[config.mk]
export PLATFORM = sky130hd
export DESIGN_NAME = bus_cycle_classifier
export DESIGN_NICKNAME = d
export VERILOG_FILES = /design/src/rtl/bus_cycle_pkg.sv /design/src/rtl/cycle_decoder.sv /design/src/rtl/xfer_tracker.sv /design/src/rtl/inta_pair_tracker.sv /design/src/rtl/bus_cycle_classifier.sv
export SDC_FILE = /design/constraint.sdc
export NUM_CORES = 1
export LEC_CHECK = 0
export BUFFER_PORTS_ARGS = -buffer_cell sky130_fd_sc_hd__buf_2
export CORE_AREA = 2 2 43 45
export DETAILED_ROUTE_END_ITERATION = 7
export DIE_AREA = 0 0 45 47
export GPL_TIMING_DRIVEN = 0
export MAX_ROUTING_LAYER = met4
export SLEW_MARGIN = 20
export SYNTH_ARGS = -nofsm -noshare
export SYNTH_HDL_FRONTEND = slang
export SYNTH_HIERARCHICAL = 1
export SYNTH_SLANG_ARGS = --single-unit
[constraint.sdc]
create_clock -name clk -period 2.45 [get_ports clk]
set_input_delay 0.49 -clock clk [delete_from_list [all_inputs] [get_ports clk]]
set_output_delay 0.49 -clock clk [all_outputs]
set_load 0.05 [all_outputs]
[src/rtl/bus_cycle_pkg.sv]
package bus_cycle_pkg;
  localparam int BURST_LEN = 4;
  localparam int IDX_W     = $clog2(BURST_LEN);

  typedef enum logic [2:0] {
    CLS_MEM_SINGLE = 3'd0,
    CLS_IO         = 3'd1,
    CLS_MEM_BURST  = 3'd2,
    CLS_INTA       = 3'd3,
    CLS_SPECIAL    = 3'd4
  } cyc_class_e;
endpackage

[src/rtl/cycle_decoder.sv]
module cycle_decoder
  import bus_cycle_pkg::*;
(
  input  logic       data_code,
  input  logic       mem_io,
  input  logic       write_read,
  input  logic       cache_req_n,
  output cyc_class_e cls
);
  always_comb begin
    if (mem_io)
      cls = cache_req_n ? CLS_MEM_SINGLE : CLS_MEM_BURST;
    else if (data_code)
      cls = CLS_IO;
    else if (write_read)
      cls = CLS_SPECIAL;
    else
      cls = CLS_INTA;
  end
endmodule

[src/rtl/xfer_tracker.sv]
module xfer_tracker
  import bus_cycle_pkg::*;
#(
  parameter int LEN = BURST_LEN,
  localparam int IW = $clog2(LEN)
) (
  input  logic          clk,
  input  logic          rst_n,
  input  logic          start,
  input  cyc_class_e    cls,
  input  logic          wr,
  input  logic          rdy,
  input  logic          ken,
  output logic          active,
  output cyc_class_e    cyc_type,
  output logic          burst,
  output logic [IW-1:0] idx,
  output logic          done
);
  localparam logic [IW-1:0] LAST = IW'(LEN - 1);

  logic confirm_pend;

  always_ff @(posedge clk or negedge rst_n) begin
    if (!rst_n) begin
      active       <= 1'b0;
      cyc_type     <= CLS_MEM_SINGLE;
      burst        <= 1'b0;
      idx          <= '0;
      done         <= 1'b0;
      confirm_pend <= 1'b0;
    end else begin
      done <= 1'b0;
      if (start) begin
        active       <= 1'b1;
        cyc_type     <= cls;
        idx          <= '0;
        burst        <= (cls == CLS_MEM_BURST) && wr;
        confirm_pend <= (cls == CLS_MEM_BURST) && !wr;
      end else if (active && rdy) begin
        if (confirm_pend) begin
          confirm_pend <= 1'b0;
          if (ken) begin
            burst <= 1'b1;
            idx   <= idx + 1'b1;
          end else begin
            cyc_type <= CLS_MEM_SINGLE;
            active   <= 1'b0;
            idx      <= '0;
            done     <= 1'b1;
          end
        end else if (burst && idx != LAST) begin
          idx <= idx + 1'b1;
        end else begin
          active <= 1'b0;
          idx    <= '0;
          done   <= 1'b1;
        end
      end
    end
  end


  done_single_pulse_chk: assert property (@(posedge clk) disable iff (!rst_n)
    done |=> !done);


  burst_last_ready_chk: assert property (@(posedge clk) disable iff (!rst_n)
    (active && rdy && burst && !start && idx == LAST) |=> (done && !active));


  idle_ready_ignored_chk: assert property (@(posedge clk) disable iff (!rst_n)
    (!active && !start && rdy) |=> (!done && idx == '0));


  unconfirmed_no_burst_chk: assert property (@(posedge clk) disable iff (!rst_n)
    confirm_pend |-> !burst);
endmodule

[src/rtl/inta_pair_tracker.sv]
module inta_pair_tracker
  import bus_cycle_pkg::*;
(
  input  logic       clk,
  input  logic       rst_n,
  input  logic       start,
  input  cyc_class_e cls,
  output logic       second,
  output logic       err
);
  logic half_seen;

  always_ff @(posedge clk or negedge rst_n) begin
    if (!rst_n) begin
      half_seen <= 1'b0;
      second    <= 1'b0;
      err       <= 1'b0;
    end else begin
      err <= 1'b0;
      if (start) begin
        if (cls == CLS_INTA) begin
          second    <= half_seen;
          half_seen <= !half_seen;
        end else begin
          second    <= 1'b0;
          err       <= half_seen;
          half_seen <= 1'b0;
        end
      end
    end
  end


  inta_err_pulse_chk: assert property (@(posedge clk) disable iff (!rst_n)
    err |=> !err);


  second_after_first_chk: assert property (@(posedge clk) disable iff (!rst_n)
    $rose(second) |-> !half_seen);
endmodule

[src/rtl/bus_cycle_classifier.sv]
module bus_cycle_classifier
  import bus_cycle_pkg::*;
(
  input  logic             clk,
  input  logic             rst_n,
  input  logic             ads_n,
  input  logic             data_code,
  input  logic             mem_io,
  input  logic             write_read,
  input  logic             cache_req_n,
  input  logic             rdy_n,
  input  logic             ken_n,
  output logic [2:0]       cyc_type,
  output logic             cyc_active,
  output logic             burst,
  output logic [IDX_W-1:0] xfer_idx,
  output logic             cyc_done,
  output logic             inta_second,
  output logic             inta_err,
  output logic             proto_err
);
  cyc_class_e cls;
  cyc_class_e type_q;
  logic       start;

  assign start = !ads_n && !cyc_active;

  cycle_decoder u_dec (
    .data_code   (data_code),
    .mem_io      (mem_io),
    .write_read  (write_read),
    .cache_req_n (cache_req_n),
    .cls         (cls)
  );

  xfer_tracker #(.LEN(BURST_LEN)) u_xfer (
    .clk      (clk),
    .rst_n    (rst_n),
    .start    (start),
    .cls      (cls),
    .wr       (write_read),
    .rdy      (!rdy_n),
    .ken      (!ken_n),
    .active   (cyc_active),
    .cyc_type (type_q),
    .burst    (burst),
    .idx      (xfer_idx),
    .done     (cyc_done)
  );

  inta_pair_tracker u_inta (
    .clk    (clk),
    .rst_n  (rst_n),
    .start  (start),
    .cls    (cls),
    .second (inta_second),
    .err    (inta_err)
  );

  assign cyc_type = type_q;

  always_ff @(posedge clk or negedge rst_n) begin
    if (!rst_n) proto_err <= 1'b0;
    else        proto_err <= !ads_n && cyc_active;
  end


  proto_err_flag_chk: assert property (@(posedge clk) disable iff (!rst_n)
    (!ads_n && cyc_active) |=> proto_err);


  proto_err_keeps_type_chk: assert property (@(posedge clk) disable iff (!rst_n)
    (!ads_n && cyc_active && rdy_n) |=> $stable(cyc_type));


  inta_second_type_chk: assert property (@(posedge clk) disable iff (!rst_n)
    inta_second |-> (cyc_type == 3'd3));
endmodule

Word-level counts from Yosys, hierarchy flattened. Index checks and enable logic that the tools add are counted.

Shift-type cells: 0. Multiplexer cells: 33. Div/mod/pow operators: 0. $lt $le $gt $ge: 0. Add/sub/neg operators: 1. Bitwise logic cells: 0. Multiply operators: 0. Equal/unequal tests: 6. Reductions and logical operators: 17.

Operators with widths (number): $mux W3 (7); $mux W1 (20); $mux W2 (6); $reduce_and A3 Y1 (3); $eq A3 B2 Y1 const B (2); $logic_and A1 B1 Y1 (6); $reduce_bool A2 Y1 (3); $logic_not A1 Y1 (5); $ne A3 B2 Y1 const B (1); $ne A3 B3 Y1 const B (1); $add A2 B1 Y2 const B (1); $ne A2 B1 Y1 const B (1); $ne A2 B2 Y1 const B (1).

Bits in registers: 13. Logic and storage cells: 67. Memories: 0. Bits in read-only memories: 0. Bits in latches: 0. Bits of input ports: 9. RAM bits: 0. Output and inout port bits: 11.

Longest topological paths before layout. Gate-level depths: netlist of the first run.

Word-level depth: 6. Mapped depth: 5. Mapped depth without buffers: 4.

Modules after synthesis. The synthesis of the first run kept the hierarchy.

By module, submodules not included: xfer_tracker (instances 1, area an instance 416.6 um2, sequential area each 225.2 um2, cells each 35); inta_pair_tracker (instances 1, area an instance 137.6 um2, sequential area each 75.1 um2, cells each 11); bus_cycle_classifier (instances 1, area an instance 50.0 um2, sequential area each 25.0 um2, cells each 5); cycle_decoder (instances 1, area an instance 30.0 um2, sequential area each 0.0 um2, cells each 5).

Worst setup path before layout of the first run. Ideal clock, no wire load.

Kind: register -> register. Start: register u_xfer.active. End: register u_xfer.idx[0]. Data required time: 2.376 ns. Buffers on the path: 1. Cell stages (with the launch flop): 5. Library setup time: 0.074 ns. Period minus slack after synthesis: 1.612 ns. Arrival time: 1.538 ns. Setup slack: 0.838 ns. Path through: dfrtp_1 -> nor2_1 -> buf_6 -> or3_1 -> o21ai_2.

Word-level cells in the longest chain between the ends: 3. Elaborated cells on any way between the ends: 5. Those cells by class: mux: 1; reduce/logical: 4.

Ends and longest elaborated chain: start, declared (RTL line xfer_tracker.sv:14) `output logic active,`; start signal, assigned (RTL line xfer_tracker.sv:26) `active <= 1'b0;`; start signal, assigned (RTL line xfer_tracker.sv:35) `active <= 1'b1;`; start signal, assigned (RTL line xfer_tracker.sv:48) `active <= 1'b0;`; $logic_not A1 Y1 * (RTL line bus_cycle_classifier.sv:26) `assign start = !ads_n && !cyc_active;`; $logic_and A1 B1 Y1 * (RTL line bus_cycle_classifier.sv:26); named net start (RTL line bus_cycle_classifier.sv:24) `logic start;`; $mux W2 / $reduce_bool A2 Y1 (equally long branches); end signal, assigned (RTL line xfer_tracker.sv:45) `idx <= idx + 1'b1;`; end signal, assigned (RTL line xfer_tracker.sv:53) `idx <= idx + 1'b1;`; end, declared (RTL line xfer_tracker.sv:17) `output logic [IW-1:0] idx,`.

Mark *: on every way through the listed nets, which the timed path passes. The rest lies on a longest branch. A chain may end at the register's enable or synchronous reset.

Final worst setup path of the first run.
Start: register u_xfer.active. End: register u_xfer.cyc_type[1].

Word-level cells in the longest chain between the ends: 4. Elaborated cells on any way between the ends: 8. Those cells by class: mux: 1; reduce/logical: 7.

Ends and longest elaborated chain: $logic_not A1 Y1 * (RTL line bus_cycle_classifier.sv:26); $logic_and A1 B1 Y1 * (RTL line bus_cycle_classifier.sv:26); named net start (RTL line bus_cycle_classifier.sv:24); $reduce_bool A2 Y1 (no source line); $reduce_and A3 Y1 (no source line); end signal, assigned (RTL line xfer_tracker.sv:36) `cyc_type <= cls;`; end, declared (RTL line xfer_tracker.sv:15) `output cyc_class_e cyc_type,`.

Marked as above.

==> results of run 1 <==
## report_power, final
part           leakage [nW]  internal, mW  switching (mW)
combinational         0.215         0.107           0.264
sequential            0.174         0.265          0.0409
clock                0.0150        0.0630          0.0678
## cells by family after synthesis
logic type	synth area share
buffers and inverters	0.0533
AO/OA/AOI/OAI	0.197
flip-flops	0.513
AND/OR/NAND/NOR	0.217
adder cells (fa/ha/maj)	0.0197
## layer usage
layer  vias to the layer above  track usage
met2                        18        0.191
met1                       223        0.170
met3                         2       0.0346
met5                         -            -
met4                         0       0.0882
li1                        253            -
## path summary, 6_finish.rpt
kind	start	to	slack (ns)
max reg2reg	u_xfer/active	u_xfer/cyc_type[1]	0.89
min reg2reg	u_xfer/cyc_type[1]	u_xfer/cyc_type[1]	0.50
min	rst_n	u_xfer/done	0.09
max	u_xfer/active	u_xfer/cyc_type[1]	0.89
min in group clk	ads_n	proto_err	0.40
max in group asynchronous	rst_n	u_inta/half_seen	2.14
## worst max-delay path, cell delays in order, from the launching register on
cell and delay (ns):
dfrtp_1 0.46, nor2_1 0.32, buf_6 0.19, inv_1 0.11, o21a_1 0.16, a22o_1 0.20
## final cells by class
class	count	area share
repair buffers	19	0.122
plain buffers	1	0.0145
inverters	6	0.0290
well taps	17	0.0274
clock buffers	4	0.0338
flip-flops and latches	13	0.419
multi-input cells	36	0.354
## metrics by stage
step	utilization	total power [mW]	setup WS, ns	hold slack, ns
6_report	0.470	0.807	0.887	0.0913
5_1_grt	0.470	0.853	0.790	0.106
4_1_cts	0.470	0.818	0.883	0.0947
3_5_place_dp	0.455	0.682	0.603	0.400
3_3_place_gp	0.455	0.679	0.602	0.392
2_1_floorplan	-	0.595	0.838	0.194
## sequential cells by signal, summed over array words and instances (netlist names)
name,flops
u_inta/second,1
u_xfer/burst,1
proto_err,1
u_xfer/confirm_pend,1
u_xfer/active,1
u_xfer/cyc_type,3
u_inta/err,1
u_xfer/done,1
u_inta/half_seen,1
u_xfer/idx,2
## placed cells by master, fill, tap and decap left out, types with 2 or more instances in the layout
cell type   n
inv_1       6
nor2_1      2
nand2_1     2
buf_2      19
dfrtp_1    13
clkbuf_4    3
o22ai_1     2
a22o_1      3
nand2b_1    2
o21ai_2     2
nor3b_1     2
nand3_1     4
==> metrics.md, run 1 <==
| Metric | Value |
|---|---|
| Worst-Margin Slew | `0.539 ns` |
| # IOs | `20` |
| RePlAce Congestion | `0.748` |
| Area leader, netlist | `dfrtp_1` |
| Area contributors post-synth | `dfrtp_1 (51%), a22o_1 (4.1%), inv_1 (3.6%)` |
| Vias per cell | `5.17` |
| WL met1 | `571 um` |
| Worst-case clock buffer depth | `2` |
| Initial DRT Pass Iterations | `2` |
| Slew headroom | `0.638` |
| Arrival time at the worst endpoint | `1.73 ns` |
| Routed wl met2 | `514 um` |
| WL final | `1.18 mm` |
| Port buffer count | `19` |
| Starting Density | `0.384` |
| Count leader, synth | `dfrtp_1` |
| DIE AREA | `0.00212 mm^2` |
| Core area | `0.00165 mm^2` |
| Async set-reset flop share out of synthesis | `1.00` |
| H-tree Lvls | `1` |
| Final Cell Area | `777 um^2` |
| Share of the yosys chip area belonging to registers | `0.513` |
| Fin. Hold Viols | `0` |
| Largest net degree at the start of global routing | `14` |
| Setup Skew | `0.000880 ns` |
| Clk Latency, worst-skew pair | `0.27 ns` |
| Via count | `496` |
| Setup TNS | `0 ns` |
| Max Cap Violations | `0` |
| Yosys warns | `6` |
| CTS clock-pin slew for the worst setup and hold paths | `0.08 ns` |
| DR DRC count | `0` |
| Die X | `45 um` |
| Initial DRC Count | `5` |
| Crit end category | `flip-flop` |
| Post-synth EDFFs | `0` |
| Hold Buf Count CTS | `0` |
| Crit share post-route | `0.638` |
| Share of layout cells above drive strength 1 | `0.392` |
| First-pass GRT wire length | `1.91 mm` |
| Number of global-route vias before repair | `446` |
| Peak supply drop | `428 uV` |
| Diode count | `0` |
| Fmax | `640 MHz` |
| Leakage power | `0.404 nW` |
| PD cells | `1040 mW/mm^2` |
| Critical path class | `reg2reg` |
| Final net count | `90` |
| Area growth syn-to-layout | `22.5%` |
| Synth Area per Inst | `11.3 um^2` |
| GR Util All Layers | `0.135` |
| Dpl hpwl | `869 um` |
| Final setup viols | `0` |
| Area of placed instances | `751 um^2` |
| Num CTS Buffers | `3` |
| CTS tree | `yes` |
| Post-Syn Area | `634 um^2` |
| Unrepaired setup endpoints after global routing | `false` |
| Post-CTS resize count | `0` |
| Wire length on met3 | `83 um` |
| #FFs+latches synth | `13` |
| Req. time, crit path | `2.61 ns` |
| Grt total ovfl | `0` |
| Wire length per cell | `12.3 um` |
| Post-DRT Antenna Nets | `0` |
| Final min period | `1.56 ns` |
| Final Max Slew Viols | `0` |
| Site row count | `15` |
| Clk root buf | `clkbuf_4` |
| R2r worst-path depth | `5` |
| Crit path max fanout | `10` |
| Top cell type's share of synthesized area | `0.513` |
| Top FF cell, synth | `dfrtp_1` |
| Area of the multi-input gates | `275 um^2` |
| CP startpoint kind | `flip-flop` |
| Initial antenna violation count | `0` |
| Placed insts | `92` |
| Min-delay worst type | `in2async` |
| Clock Sinks | `13` |
| Top routing layer in use | `met4` |
| Cell count after synthesis | `56` |
| Final cell count without fillers | `96` |
| Syn nets | `66` |
| Fill cells | `166` |
| Status | `completed` |
| Distinct cells, synth | `28` |
| Reg area | `325 um^2` |
| Die height | `47 um` |
| Post CTS Setup Buffer Count | `0` |
| Synth top cells by count | `dfrtp_1 (13), inv_1 (6), nand3_1 (4), a22o_1 (3)` |
Power figures use the tool's default switching activity.
==> run 2, diff against run 1 <==
--- a/config.mk
+++ b/config.mk
@@ -5,6 +5,7 @@
 export SDC_FILE = /design/constraint.sdc
 export NUM_CORES = 1
 export LEC_CHECK = 0
+export ABC_AREA = 1
 export BUFFER_PORTS_ARGS = -buffer_cell sky130_fd_sc_hd__buf_2
 export CORE_AREA = 2 2 43 45
 export DETAILED_ROUTE_END_ITERATION = 7
==> constraint.sdc (replaced) <==
create_clock -name clk -period 1.5 [get_ports clk]
set_input_delay 0.3 -clock clk [delete_from_list [all_inputs] [get_ports clk]]
set_output_delay 0.3 -clock clk [all_outputs]
set_load 0.05 [all_outputs]
==> run 2 against run 1 <==
  * Register-to-register slack lost 0.66 ns
  * Sequential power grew 70%
  * Combinational power grew 97%
  * Critical endpoint is now cyc_active
  * Largest cell class unchanged
==> metrics.md, run 2 <==
| Metric | Value |
|---|---|
| Num CTS Buffers | `3` |
| Setup TNS | `0 ns` |
| Top FF cell, synth | `dfrtp_1` |
| First-pass GRT wire length | `1.99 mm` |
| Post CTS Setup Buffer Count | `0` |
| R2R Path End | `u_xfer/confirm_pend` |
| Hold path cells | `2` |
| Req. time, crit path | `1.20 ns` |
| Min-delay worst type | `in2reg` |
| Hold path start | `ads_n` |
| Post-DRT Antenna Nets | `0` |
| Post-Syn Area | `632 um^2` |
| Wire length per cell | `9.84 um` |
| Hold Path End | `proto_err` |
| Critical path class | `reg2out` |
| Synth top cells by count | `nand2_1 (24), inv_1 (18), dfrtp_1 (13), nand3_1 (9), nor2_1 (7)` |
| Commonest non-fill, non-tap cell in the layout | `nand2_1` |
| Largest regs | `u_xfer/cyc_type (3), u_xfer/idx (2)` |
| Async set-reset flop share out of synthesis | `1.00` |
| Crit-path leading delay family | `flip-flops` |
| CTS clock-pin slew for the worst setup and hold paths | `0.08 ns` |
| Max Cap Violations | `0` |
| Largest net degree at the start of global routing | `14` |
| Yosys warns | `6` |
| PD cells | `1860 mW/mm^2` |
| Starting Density | `0.383` |
| Peak supply drop | `838 uV` |
| Largest Register | `u_xfer/cyc_type` |
| Leakage power | `0.475 nW` |
| Hold WS | `0.192 ns` |
| Initial DRC Count | `6` |
| Reg-to-reg slack, setup | `0.23 ns` |
| R2r worst-path depth | `4` |
| Highest-count cells in the layout ignoring fill and taps | `nand2_1 (24), buf_2 (19), inv_1 (18)` |
| Crit end category | `output pin` |
| Final Cell Area | `787 um^2` |
| Diode count | `0` |
| H-tree Lvls | `1` |
| Clock Sinks | `13` |
| Final net count | `119` |
| Final cell count without fillers | `125` |
| Final setup viols | `0` |
| Area growth syn-to-layout | `24.6%` |
| Status | `completed` |
| Number of global-route vias before repair | `502` |
| Via count | `592` |
| Fin. Hold Viols | `0` |
| Crit path max fanout | `5` |
| Cell count after synthesis | `84` |
| Placed insts | `120` |
| Worst-Margin Slew | `0.333 ns` |
| Unrepaired setup endpoints after global routing | `false` |
| Arrival time at the worst endpoint | `0.97 ns` |
| CP max stage cell | `dfrtp_1` |
| Setup Skew | `0.00317 ns` |
| RePlAce Congestion | `0.754` |
| Initial antenna violation count | `0` |
| CTS tree | `yes` |
| Count leader, synth | `nand2_1` |
| Share of the yosys chip area belonging to registers | `0.515` |
| # IOs | `20` |
| Post-synth EDFFs | `0` |
| Max reg flops | `3` |
| Fmax | `788 MHz` |
| Die height | `47 um` |
| Crit share post-route | `0.846` |
| Clk root buf | `clkbuf_4` |
| CP startpoint kind | `flip-flop` |
| Dpl hpwl | `909 um` |
| Synth Area per Inst | `7.52 um^2` |
| Final min period | `1.27 ns` |
| Share of layout cells above drive strength 1 | `0.241` |
| Slowest Stage Delay on Critical Path | `0.41 ns` |
| Port buffer count | `19` |
| Initial DRT Pass Iterations | `4` |
| Syn nets | `94` |
| Area contributors post-synth | `dfrtp_1 (51%), nand2_1 (14%), inv_1 (11%)` |
| Area of placed instances | `748 um^2` |
| Slew headroom | `0.778` |
| DR DRC count | `0` |
| DIE AREA | `0.00212 mm^2` |
| Final Max Slew Viols | `0` |
| Top cell type's share of synthesized area | `0.515` |
| Vias per cell | `4.74` |
| GR Util All Layers | `0.136` |
| R2R Path Start | `u_xfer/active` |
| Core area | `0.00165 mm^2` |
| Clk Latency, worst-skew pair | `0.27 ns` |
| Worst-case clock buffer depth | `2` |
| Grt total ovfl | `0` |
| Area leader, netlist | `dfrtp_1` |
| CP Cell Sequence | `buf_2` |
| Site row count | `15` |
| Die X | `45 um` |
| #FFs+latches synth | `13` |
| Util after Layout | `0.477` |
| Distinct cells, synth | `15` |
| Worst path bufs/invs | `1` |
| WL final | `1.23 mm` |
run 2: cell types whose count changed after synthesis, sizes merged, moves of 2 or more:
| cell | previous run | this run |
|---|---|---|
| nand2 | 3 | 24 |
| o21ai | 2 | 4 |
| a22o | 3 | 0 |
| inv | 6 | 19 |
| nor2 | 3 | 8 |
| nand2b | 2 | 0 |
| o31ai | 2 | 0 |
| o22ai | 2 | 0 |
| nor2b | 2 | 0 |
| nor3b | 2 | 0 |
| or2 | 0 | 2 |
| nand3 | 4 | 9 |
run 2: power breakdown:
group / switching (mW) / total, mW / internal (mW)
combinational: 0.554 / 0.731 / 0.177
clock: 0.117 / 0.220 / 0.103
sequential: 0.0661 / 0.517 / 0.451
total: 0.737 / 1.47 / 0.731
run 2: stage by stage:
stage,total power [mW],worst slack [ns]
after floorplan,1.09,0.0316
after global placement,1.25,0.0740
after detailed placement,1.25,0.0857
after CTS,1.48,0.0665
after global routing,1.56,0.139
final,1.47,0.231
run 2: how the worst max path moves through the flow:
stage	start	endpoint	slack [ns]	depth (start not counted)
after floorplan	u_xfer/active	u_xfer/confirm_pend	0.03	4
after detailed placement	u_xfer/active	u_xfer/confirm_pend	0.09	4
after CTS	u_xfer/active	u_xfer/confirm_pend	0.07	4
after global placement	u_xfer/active	u_xfer/confirm_pend	0.07	4
final	u_xfer/active	cyc_active	0.23	1
after global routing	u_xfer/active	u_xfer/confirm_pend	0.14	4
run 2: cells by family after synthesis:
| kind of cell | count (synthesis) | synth area share |
|---|---|---|
| compound gates | 7 | 0.0574 |
| flops | 13 | 0.515 |
| fa+ha+maj | 1 | 0.0198 |
| buf+inv | 19 | 0.113 |
| simple gates | 44 | 0.295 |
run 2: area by class of cell:
class	instances	area [um^2]
clock buffers	4	26.3
inverters	19	71.3
repair buffers	20	105
multi-input cells	52	238
fillers	178	865
well taps	17	21.3
flip-flops and latches	13	325
run 2: repair_timing:
| action | in CTS | in global routing |
|---|---|---|
| hold buffers | 1 | 0 |
| resized for setup | 0 | 1 |
| hold endpoints to repair | 13 | 0 |
| endpoints found under the setup margin | 0 | 1 |
run 2: routing by layer:
metal,global-route usage,part of all wire,vias to the layer above
met2,0.209,0.48,13
met5,-,0,-
met3,0.0231,0.042,2
li1,-,-,307
met1,0.166,0.46,270
met4,0.0882,0.016,0
